$ cat config.mk
export PLATFORM = sky130hd
export DESIGN_NAME = xint_flag_unit
export DESIGN_NICKNAME = d
export VERILOG_FILES = /design/src/rtl/xint_pkg.sv /design/src/rtl/xint_sync.sv /design/src/rtl/xint_level_edge.sv /design/src/rtl/xint_flag_cell.sv /design/src/rtl/xint_flag_unit.sv
export SDC_FILE = /design/constraint.sdc
export NUM_CORES = 1
export LEC_CHECK = 0
export BUFFER_PORTS_ARGS = -buffer_cell sky130_fd_sc_hd__buf_4
export CORE_AREA = 4 4 41 43
export CTS_BUF_LIST = sky130_fd_sc_hd__clkbuf_8
export CTS_CLUSTER_SIZE = 14
export DETAILED_ROUTE_END_ITERATION = 16
export DIE_AREA = 0 0 45 47
export PLACE_DENSITY_LB_ADDON = 0.08
export SYNTH_ARGS = -nofsm -noshare
export SYNTH_HDL_FRONTEND = slang
export SYNTH_SLANG_ARGS = --single-unit
export TNS_END_PERCENT = 50
$ cat constraint.sdc
create_clock -name clk -period 2.4 [get_ports clk]
set_input_delay 0.24 -clock clk [delete_from_list [all_inputs] [get_ports clk]]
set_output_delay 0.24 -clock clk [all_outputs]
set_load 0.01 [all_outputs]
$ cat src/rtl/xint_pkg.sv
package xint_pkg;

  typedef enum logic {
    TRIG_LEVEL = 1'b0,
    TRIG_EDGE  = 1'b1
  } trig_e;

  localparam int CTL_BITS_PER_IN = 2;

  function automatic int type_pos(input int idx);
    return CTL_BITS_PER_IN * idx;
  endfunction

  function automatic int flag_pos(input int idx);
    return CTL_BITS_PER_IN * idx + 1;
  endfunction

endpackage

$ cat src/rtl/xint_sync.sv
module xint_sync #(
  parameter int   STAGES  = 2,
  parameter logic RST_VAL = 1'b0
) (
  input  logic clk,
  input  logic rst_n,
  input  logic d,
  output logic q
);
  logic [STAGES-1:0] chain;

  generate
    for (genvar s = 0; s < STAGES; s++) begin : g_stage
      if (s == 0) begin : g_first
        always_ff @(posedge clk or negedge rst_n) begin
          if (!rst_n) chain[0] <= RST_VAL;
          else        chain[0] <= d;
        end
      end else begin : g_next
        always_ff @(posedge clk or negedge rst_n) begin
          if (!rst_n) chain[s] <= RST_VAL;
          else        chain[s] <= chain[s-1];
        end
      end
    end
  endgenerate

  assign q = chain[STAGES-1];
endmodule

$ cat src/rtl/xint_level_edge.sv
module xint_level_edge (
  input  logic clk,
  input  logic rst_n,
  input  logic sync_lvl,
  input  logic pol_high,
  output logic active,
  output logic edge_hit
);
  logic prev_active;

  assign active = ~(sync_lvl ^ pol_high);

  // Seeded to 1 so a pin already active when reset drops is not an edge.
  always_ff @(posedge clk or negedge rst_n) begin
    if (!rst_n) prev_active <= 1'b1;
    else        prev_active <= active;
  end

  assign edge_hit = active & ~prev_active;
endmodule

$ cat src/rtl/xint_flag_cell.sv
module xint_flag_cell
  import xint_pkg::*;
(
  input  logic  clk,
  input  logic  rst_n,
  input  trig_e trig,
  input  logic  active,
  input  logic  edge_hit,
  input  logic  ack,
  input  logic  wr_en,
  input  logic  wr_val,
  output logic  flag_q
);
  logic flag_nxt;

  always_comb begin
    flag_nxt = flag_q;
    if (trig == TRIG_LEVEL) begin
      flag_nxt = active;
    end else if (edge_hit) begin
      flag_nxt = 1'b1;            // new edge beats any clear
    end else if (ack) begin
      flag_nxt = 1'b0;
    end else if (wr_en) begin
      flag_nxt = wr_val;
    end
  end

  always_ff @(posedge clk or negedge rst_n) begin
    if (!rst_n) flag_q <= 1'b0;
    else        flag_q <= flag_nxt;
  end
endmodule

$ cat src/rtl/xint_flag_unit.sv
module xint_flag_unit
  import xint_pkg::*;
#(
  parameter int NUM_IN      = 2,
  parameter int SYNC_STAGES = 2,
  localparam int CTL_W      = CTL_BITS_PER_IN * NUM_IN
) (
  input  logic              clk,
  input  logic              rst_n,
  input  logic [NUM_IN-1:0] pin_i,
  input  logic [NUM_IN-1:0] pol_high_i,
  input  logic              ctl_wr_i,
  input  logic [CTL_W-1:0]  ctl_wdata_i,
  input  logic [NUM_IN-1:0] ack_i,
  output logic [CTL_W-1:0]  ctl_rdata_o,
  output logic [NUM_IN-1:0] irq_o,
  output logic [NUM_IN-1:0] gate_en_o
);
  logic [NUM_IN-1:0] type_q;
  logic [NUM_IN-1:0] sync_lvl;
  logic [NUM_IN-1:0] edge_hit;

  generate
    for (genvar g = 0; g < NUM_IN; g++) begin : g_in
      localparam int TPOS = type_pos(g);
      localparam int FPOS = flag_pos(g);

      xint_sync #(.STAGES(SYNC_STAGES), .RST_VAL(1'b0)) u_sync (
        .clk   (clk),
        .rst_n (rst_n),
        .d     (pin_i[g]),
        .q     (sync_lvl[g])
      );

      xint_level_edge u_lvl (
        .clk      (clk),
        .rst_n    (rst_n),
        .sync_lvl (sync_lvl[g]),
        .pol_high (pol_high_i[g]),
        .active   (gate_en_o[g]),
        .edge_hit (edge_hit[g])
      );

      always_ff @(posedge clk or negedge rst_n) begin
        if (!rst_n)        type_q[g] <= 1'b0;
        else if (ctl_wr_i) type_q[g] <= ctl_wdata_i[TPOS];
      end

      xint_flag_cell u_flag (
        .clk      (clk),
        .rst_n    (rst_n),
        .trig     (trig_e'(type_q[g])),
        .active   (gate_en_o[g]),
        .edge_hit (edge_hit[g]),
        .ack      (ack_i[g]),
        .wr_en    (ctl_wr_i),
        .wr_val   (ctl_wdata_i[FPOS]),
        .flag_q   (irq_o[g])
      );

      assign ctl_rdata_o[TPOS] = type_q[g];
      assign ctl_rdata_o[FPOS] = irq_o[g];
    end
  endgenerate
endmodule

==> results of run 1 <==
==> Yosys cell counts <==
cell type / instances / area, sq um
inv_1: 2 / 7.51
xnor2_1: 2 / 17.5
buf_4: 8 / 60.1
mux2_2: 2 / 22.5
mux2_1: 2 / 22.5
a32o_1: 2 / 20.0
nand2_1: 2 / 7.51
dfrtp_1: 8 / 200
dfstp_2: 2 / 52.6
==> layout make-up <==
class	count	area (sq um)	share of cell area, %
clock buffer	4	55.1	9.42
inverter	2	7.51	1.28
multi-input combinational	10	90.1	15.4
tap	15	18.8	3.21
timing repair buffer	21	160	27.4
sequential	10	253	43.3
==> cell families after synthesis <==
| logic type | Yosys count |
|---|---|
| DFF | 10 |
| and+or+nand+nor | 2 |
| xor gates and xnor gates | 2 |
| muxes | 4 |
| buffers and inverters | 10 |
| AOI/OAI and AO/OA | 2 |
==> sequential cells by signal, summed over array words and instances, names as in the netlist <==
signal,count
g_in.u_sync.chain,2
g_in.u_flag.flag_q,2
g_in.u_sync.q,2
g_in.u_lvl.prev_active,2
ctl_rdata_o,2
==> metrics by stage <==
step / area (sq um) / setup WS, ps / utilization [%] / hold WS [ps] / std cells
final: 584 / 1140 / 44.9 / 115 / 62
after global routing: 584 / 1060 / 44.9 / 104 / 62
after CTS: 584 / 1110 / 44.9 / 109 / 62
after detailed placement: 519 / 1340 / 39.9 / 73.2 / 57
after global placement: 519 / 1350 / 39.9 / 69.4 / 57
after floorplan: 410 / 1400 / - / -55.6 / 30
==> worst paths after layout <==
check                                        startpoint  slack (ps)  cells after the start                         to
worst max-delay path                   g_in[0].u_sync.q        1140                      2               gate_en_o[0]
worst min-delay path                           pin_i[0]         120                      1    g_in[0].u_sync.chain[0]
worst max register to register    g_in[0].u_flag.flag_q        1360                      2      g_in[0].u_flag.flag_q
worst min register to register  g_in[0].u_sync.chain[0]         350                      0           g_in[0].u_sync.q
max in group asynchronous                         rst_n        1810                      2  g_in[1].u_lvl.prev_active
min in group asynchronous                         rst_n         370                      2    g_in[0].u_sync.chain[0]
==> layer usage <==
layer  wire [microns]  share of wire [%]
met5                0                  0
met4                8                1.2
met3              122                 18
met2              295                 44
met1              239                 36
==> power by group <==
group,internal (mW),leakage [nW],switching [mW]
logic,0.0459,0.141,0.0286
clock network,0.144,0.0288,0.0614
registers,0.187,0.115,0.00870
==> summary.txt, run 1 <==
Hold Fails Final Rpt: 0
Initial antenna violation count: 0
RSZ-0062 raised after global routing: false
GRT met1 Usage: 7.16%
Delay-heaviest family, CP: flip-flops
Number of library cell types mapped by synthesis: 9
Simple-Gate Fraction of Synth Area: 1.83%
Mux cell area share after synthesis: 11.0%
DR vias/cell: 4.16
Syn_nets: 43
Final setup violation count: 0
Crit path capture type: output port
Setup repair bufs after CTS: 0
Clk Tree Root Cell: clkbuf_8
Slowest Stage Delay on Critical Path: 370 ps
Dpl hpwl: 541 microns
N_diodes: 0
Post-Syn Instances: 30
Sequential fraction of the synthesis area: 61.6%
Cell Rows: 13
GR met2 Demand/Resource: 10.5%
Mapped Area: 410 sq um
WP data required: 2160 ps
Power Dens Cells: 814 nW/um^2
CTS Sinks: 10
GRT Total Usage: 7.55%
Final setup TNS: 0 ps
XOR/XNOR Fraction of Synth Area: 4.27%
Worst Skew: 1.12 ps
CTS tree: built
Worst vdd ir: 0.000362 V
Synth-to-Final Area Change: 42.4%
FMAX: 794 MHz
Ys Warns: 0
First-pass detailed-route iteration total: 2
Most frequent cells in the layout: buf_4, dfrtp_1, clkbuf_8
Vias in the first global route: 268
Buf/Inv on CP: 1
Total of max-cap violations: 0
Placer congestion estimate: 0.602
DRC viols: 0
Total power: 0.475 mW
H-tree depth: 1
Relative slew slack: 82.6%
Post-DRT Antenna Nets: 0
GRT busiest layer: met2
DR vias: 258
Status: finished clean
First-pass GRT wire length: 1040 microns
Post-synthesis compound-gate area fraction: 4.88%
Largest family of logic cells by synthesized area: buffers and inverters
Grt met3 use: 5.75%
Fin. max-slew vios: 0
Clk Latency, worst-skew pair: 230 ps
Register bit total from synthesis: 10
Worst setup SP type: flip-flop
Initial Util: 31.5%
CORE AREA: 1300 sq um
I/O Buffers: 20
Die ar.: 2120 sq um
Routed wire per std cell: 10.7 microns
Share of cells above drive strength 1: 59.6%
Io pins: 21
Filler cell count: 128
Leading cell type in the layout, fill and taps excluded: buf_4
Overall die width: 45 microns
Cts repair resizes: 0
Max Fanout on Critical Path: 3
Synth Area in Adders: 0%
Crit-path cells: xnor2_1 > buf_4
Largest net degree at the start of global routing: 11
Fin nets: 61
1st-iter DRT viols: 1
CTS Hold Bufs: 1
Fin crit period: 1260 ps
Reg clk slew, reported paths: 50 ps
Worst slew pin tran: 260 ps
Worst hold path class: in -> reg
CP max-delay cell: dfrtp_1
Leakage power: 0.284 nW
Post-Syn Area per Cell: 13.7 sq um
Die height: 47 microns
Num CTS Buffers: 3
GR Overflow Total: 0
CTS Buffer Depth: 2
Crit share post-route: 52.5%
Crit Path Class: reg -> out
Routed wire length: 665 microns
Crit path DAT: 1020 ps
Power figures use the tool's default switching activity.
==> run 2, diff against run 1 <==
--- a/config.mk
+++ b/config.mk
@@ -5,6 +5,7 @@
 export SDC_FILE = /design/constraint.sdc
 export NUM_CORES = 1
 export LEC_CHECK = 0
+export ABC_AREA = 1
 export BUFFER_PORTS_ARGS = -buffer_cell sky130_fd_sc_hd__buf_4
 export CORE_AREA = 4 4 41 43
 export CTS_BUF_LIST = sky130_fd_sc_hd__clkbuf_8
==> constraint.sdc (replaced) <==
create_clock -name clk -period 1.3 [get_ports clk]
set_input_delay 0.13 -clock clk [delete_from_list [all_inputs] [get_ports clk]]
set_output_delay 0.13 -clock clk [all_outputs]
set_load 0.01 [all_outputs]
==> run 2 against run 1 <==
Net effect:
- clock skew down 0.84 ps
- combinational power up 70%
- cell area up 4.7%
- non-clock buffer count unchanged
- flip-flop and latch count unchanged
- die area unchanged
- via count up 32%
- sequential power up 81%
- worst hold slack worse by 110 ps
- power up 64%
==> summary.txt, run 2 <==
Fin nets: 82 (+34%)
GRT Total Usage: 7.93% (+0.38 points)
Share of cells above drive strength 1: 37.3% (-22 points)
Sequential fraction of the synthesis area: 56.0% (-5.6 points)
First-pass GRT wire length: 1170 microns (+12%)
Post-layout util: 47.0% (+2.1 points)
Number of instances in the placed design: 78 (+37%)
DR vias/cell: 4.15 (-0.36%)
Internal power: 0.613 mW (+63%)
Total power: 0.782 mW (+64%)
Ys Warns: 0 (unchanged)
First-pass detailed-route iteration total: 4 (+2)
Top-area cell type share of the netlist area: 44.3% (-4.5 points)
Buf/Inv on CP: 2 (+1)
Cell Rows: 13 (unchanged)
Setup repair bufs after CTS: 0 (unchanged)
Relative slew slack: 90.6% (+8.1 points)
Reg clk slew, reported paths: 40 ps (about the same)
FMAX: 890 MHz
Crit path DAT: 990 ps (-30 ps)
1st-iter DRT viols: 4 (+3)
Routed wire per std cell: 9.12 microns (-15%)
Gate power share: 16.2% (+0.5 points)
Final setup TNS: 0 ps (unchanged)
Clock share of power: 38.4% (-4.8 points)
Crit-path cells: inv_1 > nand2_1 > and2_1 > buf_4
Num CTS Buffers: 3 (unchanged)
P_sw: 0.169 mW (+71%)
Die height: 47 microns (unchanged)
CTS Sinks: 10 (unchanged)
Dpl hpwl: 613 microns (+13%)
Number of library cell types mapped by synthesis: 10 (+1)
Clk Tree Root Cell: clkbuf_8
Worst Skew: 0.276 ps (-0.841 ps)
Die ar.: 2120 sq um (unchanged)
Crit path capture type: output port
Final setup violation count: 0 (unchanged)
GR Overflow Total: 0 (unchanged)
Leading cell type in the layout, fill and taps excluded: buf_4
Ys flop type: dfrtp_1
Most frequent cell after synthesis: nand2_1
Post-Layout Cell Count: 82 (+32%)
Initial Util: 34.7% (+3.2 points)
Fin. max-slew vios: 0 (unchanged)
Slowest Stage Delay on Critical Path: 370 ps (about the same)
CTS Buffer Depth: 2 (unchanged)
Hold Fails Final Rpt: 0 (unchanged)
Initial antenna violation count: 0 (unchanged)
CORE AREA: 1300 sq um (unchanged)
Total of max-cap violations: 0 (unchanged)
Pre-CTS setup slack: 421 ps (-920 ps)
Area contributors post-synth: dfrtp_1, buf_4, nand2_1
Post-Syn Area per Cell: 8.86 sq um (-35%)
Routed wire length: 748 microns (+12%)
CP max-delay cell: dfrtp_1
Switching Share: 21.6% (+0.80 points)
Io pins: 21 (unchanged)
Worst slew pin tran: 139 ps (-121 ps)
DRC viols: 0 (unchanged)
Filler cell count: 136 (+6.3%)
Max Fanout on Critical Path: 2 (-1)
Delay-heaviest family, CP: flip-flops
N_diodes: 0 (unchanged)
Register bit total from synthesis: 10 (unchanged)
DR vias: 340 (+32%)
EDFF count, synth: 0 (unchanged)
Syn_nets: 64 (+49%)
WP data required: 1170 ps (-990 ps)
Power share of the sequential group: 45.4% (+4.2 points)
Worst vdd ir: 0.000620 V (+72%)
Clk Latency, worst-skew pair: 230 ps (about the same)
Crit share post-route: 86.5%
Async SR Flop Fraction: 100% (unchanged)
Leakage power: 0.339 nW (+19%)
Fin crit period: 1120 ps
H-tree depth: 1 (unchanged)
Worst setup SP type: flip-flop
Most frequent cells in the layout: buf_4, nand2_1, inv_1, dfrtp_1, nand3_1
Synth-to-Final Area Change: 35.5%
Vias in the first global route: 305 (+14%)
Synth area leader: dfrtp_1
Post-synth top cells: nand2_1, buf_4, dfrtp_1, inv_1, nand3_1
Power Dens Cells: 1280 nW/um^2 (+57%)
Status: finished clean
RSZ-0062 raised after global routing: false
Mapped Area: 452 sq um (+10%)
Post-DRT Antenna Nets: 0 (unchanged)
Crit Path Class: reg -> out
Placer congestion estimate: 0.672 (+12%)
Final setup margin: 176 ps (-965 ps)
Largest net degree at the start of global routing: 11 (unchanged)
Worst hold path class: in -> reg
CTS tree: built
Overall die width: 45 microns (unchanged)
Post-Syn Instances: 51 (+70%)
I/O Buffers: 20 (unchanged)
## run 2: cell families after synthesis
logic type      Yosys count  synth area share [%]
simple gates             24                  23.0
buf+inv                  16                  19.9
compound gates            1                  1.11
flops                    10                  56.0
## run 2: worst reg2reg max path: stages, from the launching register on
cell and delay [ps]:
dfrtp_1 380, or2_1 230, nand3_1 70, nand2_1 50
## run 2: through the flow
stage	hold WS [ps]	instance area (sq um)
finish	9.04	612
CTS	3.04	612
floorplan	-166	452
global placement	-36.6	561
global route	0.129	612
detailed placement	-34.7	561
## run 2: routing by layer
metal	global-route usage (%)	vias up	part of all wire, %
li1	-	176	-
met1	9.24	151	43
met2	11.6	13	47
met3	2.68	0	10
met4	7.02	0	0
met5	0	-	0
## run 2: power by group through the flow
stage | Clock [mW] | Combinational [mW] | Sequential [mW]
after global placement | 0 | 0.127 | 0.359
final | 0.300 | 0.127 | 0.355
after CTS | 0.314 | 0.130 | 0.355
after floorplan | 0 | 0.0831 | 0.356
after detailed placement | 0 | 0.128 | 0.359
after global routing | 0.331 | 0.139 | 0.358
## run 2: area by class of cell
class | instances | area, sq um | area share [%]
multi-input combinational | 25 | 109 | 17.8
sequential | 10 | 253 | 41.3
timing repair buffer | 21 | 160 | 26.2
clock buffer | 3 | 41.3 | 6.75
tap | 15 | 18.8 | 3.07
inverter | 8 | 30.0 | 4.91
## run 2: timing repair
item	CTS	global route
setup endpoints to repair	0	0
hold buffers	1	0
gates resized for setup	0	0
endpoints found under the hold margin	10	0
## run 2: final timing paths
path,cells past startpoint,end,startpoint,slack (ps)
worst min-delay path,1,g_in[0].u_sync.chain[0],pin_i[0],9
max in group asynchronous,2,g_in[1].u_lvl.prev_active,rst_n,820
min in group asynchronous,2,g_in[0].u_sync.q,rst_n,270
worst max-delay path,4,gate_en_o[0],g_in[0].u_sync.q,180
worst min register to register,0,g_in[0].u_sync.q,g_in[0].u_sync.chain[0],350
worst max register to register,3,g_in[1].u_flag.flag_q,g_in[1].u_flag.flag_q,460
